[src/rtl/shbuf_pkg.sv]
package shbuf_pkg;
  typedef enum logic {
    TGT_COEF = 1'b0,
    TGT_OFS  = 1'b1
  } tgt_e;
endpackage

[src/rtl/shbuf_addr_gen.sv]
// Resolves the target table/address of each host write and keeps the
// continuation cursor; flags targets outside their table.
module shbuf_addr_gen #(
  parameter int CA_W       = 9,
  parameter int COEF_DEPTH = 384,
  parameter int OFS_DEPTH  = 16
) (
  input  logic            clk,
  input  logic            rst,
  input  logic            take,
  input  logic            first,
  input  logic            sel,
  input  logic [CA_W-1:0] addr,
  output logic            t_sel,
  output logic [CA_W-1:0] t_addr,
  output logic            t_ok
);
  localparam logic [CA_W:0] COEF_LIM = (CA_W+1)'(COEF_DEPTH);
  localparam logic [CA_W:0] OFS_LIM  = (CA_W+1)'(OFS_DEPTH);

  logic            cur_ok;
  logic            cur_sel;
  logic [CA_W-1:0] cur_addr;
  logic [CA_W:0]   cand_addr;
  logic            base_ok;
  logic [CA_W:0]   limit;

  always_comb begin
    if (first) begin
      t_sel     = sel;
      cand_addr = {1'b0, addr};
      base_ok   = 1'b1;
    end else begin
      t_sel     = cur_sel;
      cand_addr = {1'b0, cur_addr} + 1'b1;
      base_ok   = cur_ok;
    end
    limit  = t_sel ? OFS_LIM : COEF_LIM;
    t_ok   = base_ok && (cand_addr < limit);
    t_addr = cand_addr[CA_W-1:0];
  end

  always_ff @(posedge clk) begin
    if (rst) begin
      cur_ok   <= 1'b0;
      cur_sel  <= 1'b0;
      cur_addr <= '0;
    end else if (take) begin
      cur_ok <= t_ok;
      if (t_ok) begin
        cur_sel  <= t_sel;
        cur_addr <= t_addr;
      end
    end
  end
endmodule

[src/rtl/shbuf_stage_mem.sv]
// Staging memory: one write port, registered read port (block RAM style).
module shbuf_stage_mem #(
  parameter int ENT_W = 26,
  parameter int DEPTH = 32,
  parameter int IDX_W = 5
) (
  input  logic             clk,
  input  logic             we,
  input  logic [IDX_W-1:0] waddr,
  input  logic [ENT_W-1:0] wdata,
  input  logic             re,
  input  logic [IDX_W-1:0] raddr,
  output logic [ENT_W-1:0] rdata
);
  logic [ENT_W-1:0] mem [DEPTH];

  always_ff @(posedge clk) begin
    if (we) mem[waddr] <= wdata;
    if (re) rdata <= mem[raddr];
  end
endmodule

[src/rtl/shbuf_commit_ctl.sv]
// Fill count, overflow detection and the per-frame commit sequencer.
module shbuf_commit_ctl #(
  parameter int DEPTH = 32,
  parameter int IDX_W = 5,
  parameter int CNT_W = 6
) (
  input  logic             clk,
  input  logic             rst,
  input  logic             stage_req,
  input  logic             frame_tick,
  output logic             stage_we,
  output logic [IDX_W-1:0] stage_idx,
  output logic             rd_en,
  output logic [IDX_W-1:0] rd_idx,
  output logic             rd_v,
  output logic             busy,
  output logic             pending,
  output logic             overflow
);
  localparam logic [CNT_W-1:0] FULL = CNT_W'(DEPTH);

  logic [CNT_W-1:0] count;
  logic             committing;
  logic             full;

  assign full      = (count == FULL);
  assign stage_we  = stage_req && !full;
  assign stage_idx = count[IDX_W-1:0];
  assign rd_en     = committing;
  assign busy      = committing | rd_v;
  assign pending   = (count != '0);

  always_ff @(posedge clk) begin
    if (rst) begin
      count      <= '0;
      committing <= 1'b0;
      rd_idx     <= '0;
      rd_v       <= 1'b0;
      overflow   <= 1'b0;
    end else begin
      rd_v <= committing;
      if (stage_req && full) overflow <= 1'b1;
      if (committing) begin
        if (CNT_W'(rd_idx) == count - 1'b1) begin
          committing <= 1'b0;
          count      <= '0;
          rd_idx     <= '0;
        end else begin
          rd_idx <= rd_idx + 1'b1;
        end
      end else begin
        if (stage_we) count <= count + 1'b1;
        if (frame_tick && (pending || stage_we)) begin
          committing <= 1'b1;
          rd_idx     <= '0;
        end
      end
    end
  end
endmodule

[src/rtl/coef_shadow_buf.sv]
module coef_shadow_buf
  import shbuf_pkg::*;
#(
  parameter int DATA_W     = 16,
  parameter int BUF_DEPTH  = 32,
  parameter int COEF_DEPTH = 384,
  parameter int OFS_DEPTH  = 16,
  parameter int OFS_W      = 11,
  parameter int CA_W       = $clog2(COEF_DEPTH),
  parameter int OA_W       = $clog2(OFS_DEPTH)
) (
  input  logic              clk,
  input  logic              rst,
  input  logic              batch_mode,
  input  logic              frame_tick,
  input  logic              wr_valid,
  output logic              wr_ready,
  input  logic              wr_first,
  input  logic              wr_sel,
  input  logic [CA_W-1:0]   wr_addr,
  input  logic [DATA_W-1:0] wr_data,
  output logic              coef_we,
  output logic [CA_W-1:0]   coef_addr,
  output logic [DATA_W-1:0] coef_wdata,
  output logic              ofs_we,
  output logic [OA_W-1:0]   ofs_addr,
  output logic [OFS_W-1:0]  ofs_wdata,
  output logic              pending,
  output logic              busy,
  output logic              overflow,
  output logic              addr_err
);
  localparam int IDX_W = $clog2(BUF_DEPTH);
  localparam int CNT_W = $clog2(BUF_DEPTH + 1);
  localparam int ENT_W = 1 + CA_W + DATA_W;

  logic             acc;
  logic             t_sel;
  logic [CA_W-1:0]  t_addr;
  logic             t_ok;
  logic             stage_req;
  logic             stage_we;
  logic [IDX_W-1:0] stage_idx;
  logic             rd_en;
  logic [IDX_W-1:0] rd_idx;
  logic             rd_v;
  logic [ENT_W-1:0] wentry;
  logic [ENT_W-1:0] rentry;
  logic [ENT_W-1:0] oentry;
  logic             ovalid;
  tgt_e             otgt;

  assign wr_ready  = !busy;
  assign acc       = wr_valid && wr_ready;
  assign stage_req = acc && batch_mode && t_ok;
  assign wentry    = {t_sel, t_addr, wr_data};

  shbuf_addr_gen #(
    .CA_W(CA_W), .COEF_DEPTH(COEF_DEPTH), .OFS_DEPTH(OFS_DEPTH)
  ) u_addr (
    .clk(clk), .rst(rst), .take(acc), .first(wr_first), .sel(wr_sel),
    .addr(wr_addr), .t_sel(t_sel), .t_addr(t_addr), .t_ok(t_ok)
  );

  shbuf_stage_mem #(
    .ENT_W(ENT_W), .DEPTH(BUF_DEPTH), .IDX_W(IDX_W)
  ) u_mem (
    .clk(clk), .we(stage_we), .waddr(stage_idx), .wdata(wentry),
    .re(rd_en), .raddr(rd_idx), .rdata(rentry)
  );

  shbuf_commit_ctl #(
    .DEPTH(BUF_DEPTH), .IDX_W(IDX_W), .CNT_W(CNT_W)
  ) u_ctl (
    .clk(clk), .rst(rst), .stage_req(stage_req), .frame_tick(frame_tick),
    .stage_we(stage_we), .stage_idx(stage_idx), .rd_en(rd_en),
    .rd_idx(rd_idx), .rd_v(rd_v), .busy(busy), .pending(pending),
    .overflow(overflow)
  );

  // Commit replay and direct forwarding never coincide: direct writes
  // are only accepted while not busy.
  always_comb begin
    if (rd_v) begin
      oentry = rentry;
      ovalid = 1'b1;
    end else begin
      oentry = wentry;
      ovalid = acc && !batch_mode && t_ok;
    end
    otgt = tgt_e'(oentry[ENT_W-1]);
  end

  always_ff @(posedge clk) begin
    if (rst) begin
      coef_we    <= 1'b0;
      coef_addr  <= '0;
      coef_wdata <= '0;
      ofs_we     <= 1'b0;
      ofs_addr   <= '0;
      ofs_wdata  <= '0;
      addr_err   <= 1'b0;
    end else begin
      coef_we    <= ovalid && (otgt == TGT_COEF);
      ofs_we     <= ovalid && (otgt == TGT_OFS);
      coef_addr  <= oentry[DATA_W +: CA_W];
      coef_wdata <= oentry[DATA_W-1:0];
      ofs_addr   <= oentry[DATA_W +: OA_W];
      ofs_wdata  <= oentry[OFS_W-1:0];
      if (acc && !t_ok) addr_err <= 1'b1;
    end
  end
endmodule

[config.mk]
export PLATFORM = sky130hd
export DESIGN_NAME = coef_shadow_buf
export DESIGN_NICKNAME = d
export VERILOG_FILES = /design/src/rtl/shbuf_pkg.sv /design/src/rtl/shbuf_addr_gen.sv /design/src/rtl/shbuf_stage_mem.sv /design/src/rtl/shbuf_commit_ctl.sv /design/src/rtl/coef_shadow_buf.sv
export SDC_FILE = /design/constraint.sdc
export NUM_CORES = 1
export LEC_CHECK = 0
export BUFFER_PORTS_ARGS = -buffer_cell sky130_fd_sc_hd__buf_2
export CAP_MARGIN = 20
export CORE_UTILIZATION = 38
export CTS_CLUSTER_DIAMETER = 100
export DETAILED_ROUTE_END_ITERATION = 10
export SETUP_SLACK_MARGIN = 0.15
export SYNTH_ARGS = -nofsm -noshare
export SYNTH_HDL_FRONTEND = slang
export SYNTH_SLANG_ARGS = --single-unit
[constraint.sdc]
create_clock -name clk -period 10.45 [get_ports clk]
set_clock_uncertainty 0.15 [all_clocks]
set_input_delay 2.09 -clock clk [delete_from_list [all_inputs] [get_ports clk]]
set_output_delay 2.09 -clock clk [all_outputs]
set_load 0.02 [all_outputs]
==> metrics <==
Max Clk Rate 167 MHz; clock tree sinks 911; Port Buf Inserts 78; Post-route DRC 0; Initial Util 38.4%; mux contribution to synthesized area 18.6%; area grow syn2layout 14.0%; Die Height 306 um; post_cts resized 0; Post-Syn Instances 1560; most frequent cells in the layout edfxtp_1 (858), mux4_2 (260), clkbuf_16 (96); critical path launch point type input pin; via count 16500; Synth Net Count 1601; setup_tns 0 ns; final setup fails 0; total setup buffers inserted after CTS 0; Clock Tree Buf Depth 3; clock latency on the worst-skew pair 0.65 ns; Num CTS Buffers 94; Slew @ Worst Pin 1.14 ns; Period minus WS final 5.99 ns; Post-Synth Simple-Gate Area 2.13%; pre-CTS WS 3.84 ns; crit path capture type flip-flop; post-synthesis xor/xnor area fraction 0.274%; pwr dens 194 mW/mm2; Distinct cells, synth 53; GR Overflow Total 0; multi-input logic area 0.00803 mm2; Slew headroom 23.9%; Core Region 0.0917 mm2; Syn Std Cell Area 0.0352 mm2; largest cells by area after synthesis edfxtp_1 (73%), mux4_2 (17%), dfxtp_1 (3.0%); Die Area 0.0939 mm2; Post-synth ARST share 0%; clock slew at reported path FFs 0.06 ns; final hold vios 0; share of layout cells above drive strength 1 32.9%; Post-synth EDFFs 858; Die X 306 um; top cell type's share of synthesized area 73.2%; GRT Resource Usage Total 18.1%; Critical Path AT 6.10 ns; commonest non-fill, non-tap cell in the layout edfxtp_1; Final nets 1704; maximum vdd drop 0.111 mV; htree depth 3; Max Transition Viols Final 0; Synth Area per Inst 22.6 um2; Compound-Gate Fraction of Synth Area 1.01%; vias in the first global route 16100; clk root buf clkbuf_16; Routed wire per std cell 28.8 um; RSZ-0062 raised after global routing false; row cnt 111; Final ANT Viol Nets 0; routability-driven placement congestion ratio 0.822; DR iter-0 viols 1962; CTS tree done; initial antenna violation count 5; Lkg Pwr 0.0123 uW; DR pass1 iterations 5; Seq/Total Area, Yosys 76.2%; post-synth top area cell edfxtp_1; DP HPWL 50000 um; kind of critical path in2reg; largest net degree at the start of global routing 151; hold crit path type reg2reg; crit share post-route 57.3%; CP max FO 35; synthesized flop and latch total 911; synth warn 0; Synth Area in Adders 0.320%; first-pass GRT wire length 120000 um; vias per inst 5.62; hold_buf cts 0; critical path data required time 10.57 ns; Filler cells 7750; status finished, final reports clean; largest family of logic cells by synthesized area multiplexers; max_cap viols 0; IO Pins 79; Final Routed Wirelength 84400 um; Top FF cell, synth edfxtp_1; FF+latch area 0.0268 mm2; Setup WS post-layout 4.46 ns
[sequential cells by signal (all words and copies together) (netlist names), 5 cells and up]
register / flops
u_mem.rdata: 26
coef_addr: 9
coef_wdata: 16
u_mem.mem: 832
u_ctl.count: 6
u_addr.cur_addr: 9
u_ctl.rd_idx: 5
[through the flow]
step | area, um2 | total power, uW | util (%) | std cells | hold slack, ns
2_1_floorplan | 35200 | 4360 | - | 1560 | 0.306
3_3_place_gp | 37000 | 4530 | 40.3 | 2750 | 0.305
3_5_place_dp | 37000 | 4530 | 40.3 | 2750 | 0.315
4_1_cts | 40000 | 7860 | 43.7 | 2924 | 0.331
5_1_grt | 40100 | 8010 | 43.8 | 2927 | 0.366
6_report | 40100 | 7800 | 43.8 | 2929 | 0.324
[critical path: stages]
cell and delay [ns]:
buf_2 0.25, o21ai_4 0.89, ha_1 0.39, o21ai_0 0.27, a31o_2 0.18, o21ai_0 0.18
a211oi_4 0.92, and4_2 0.89
[cell type report]
cell class              instances  area share, %
diodes                          2         0.0125
clock buffers                 118           6.19
clock inverters                56           1.45
inverters                      13          0.122
multi-input cells             540           20.0
flip-flops and latches        911           66.9
well taps                    1186           3.70
repair buffers                103           1.65
[report_power, final]
group	total (uW)	switching, uW	internal, uW
sequential	4050	23.4	4030
combinational	411	261	150
clock	3330	1360	1980
[cell usage after synthesis (all sizes together), types with 2 or more instances]
master	number
xor2	3
a21oi	8
a22o	2
dfxtp	53
and4	9
inv	13
nand4	6
and3	16
a211o	3
a31oi	5
nand2	16
or3	2
o21ai	12
nand3	10
o211ai	2
nor4	9
ha	9
nand2b	3
nor3b	2
edfxtp	858
o2111a	2
nor2	56
o2111ai	2
or4	2
nor2b	5
mux2i	36
o21a	2
nor3	7
mux2	29
buf	57
mux4	260
xnor2	8
clkbuf	39
[path summary, 6_finish.rpt]
path                                    from                           to  slack [ns]  cells past startpoint
max                                 wr_first  u_mem.mem[20][14]$_DFFE_PP_        4.46                      8
min                    addr_err$_SDFFE_PP0P_        addr_err$_SDFFE_PP0P_        0.32                      2
max reg2reg  u_addr.cur_addr[0]$_SDFFE_PP0P_  u_mem.mem[20][14]$_DFFE_PP_        5.27                     10
min reg2reg            addr_err$_SDFFE_PP0P_        addr_err$_SDFFE_PP0P_        0.32                      2
[per-layer routing]
metal / global-route usage [%] / part of all wire (%) / vias up
met5: 0 / 0.0095 / -
met4: 4.33 / 1.6 / 2
met3: 3.71 / 8.9 / 91
met2: 24.7 / 43 / 699
met1: 29.3 / 47 / 8879
li1: - / - / 6803
[logic make-up after synthesis]
group	Yosys count
xor gates and xnor gates	11
buffers and inverters	109
DFF	911
AOI/OAI and AO/OA	49
muxes	325
adders and majority gates	9
and+or+nand+nor	146
Note: power is estimated with default switching activity, not from simulation.
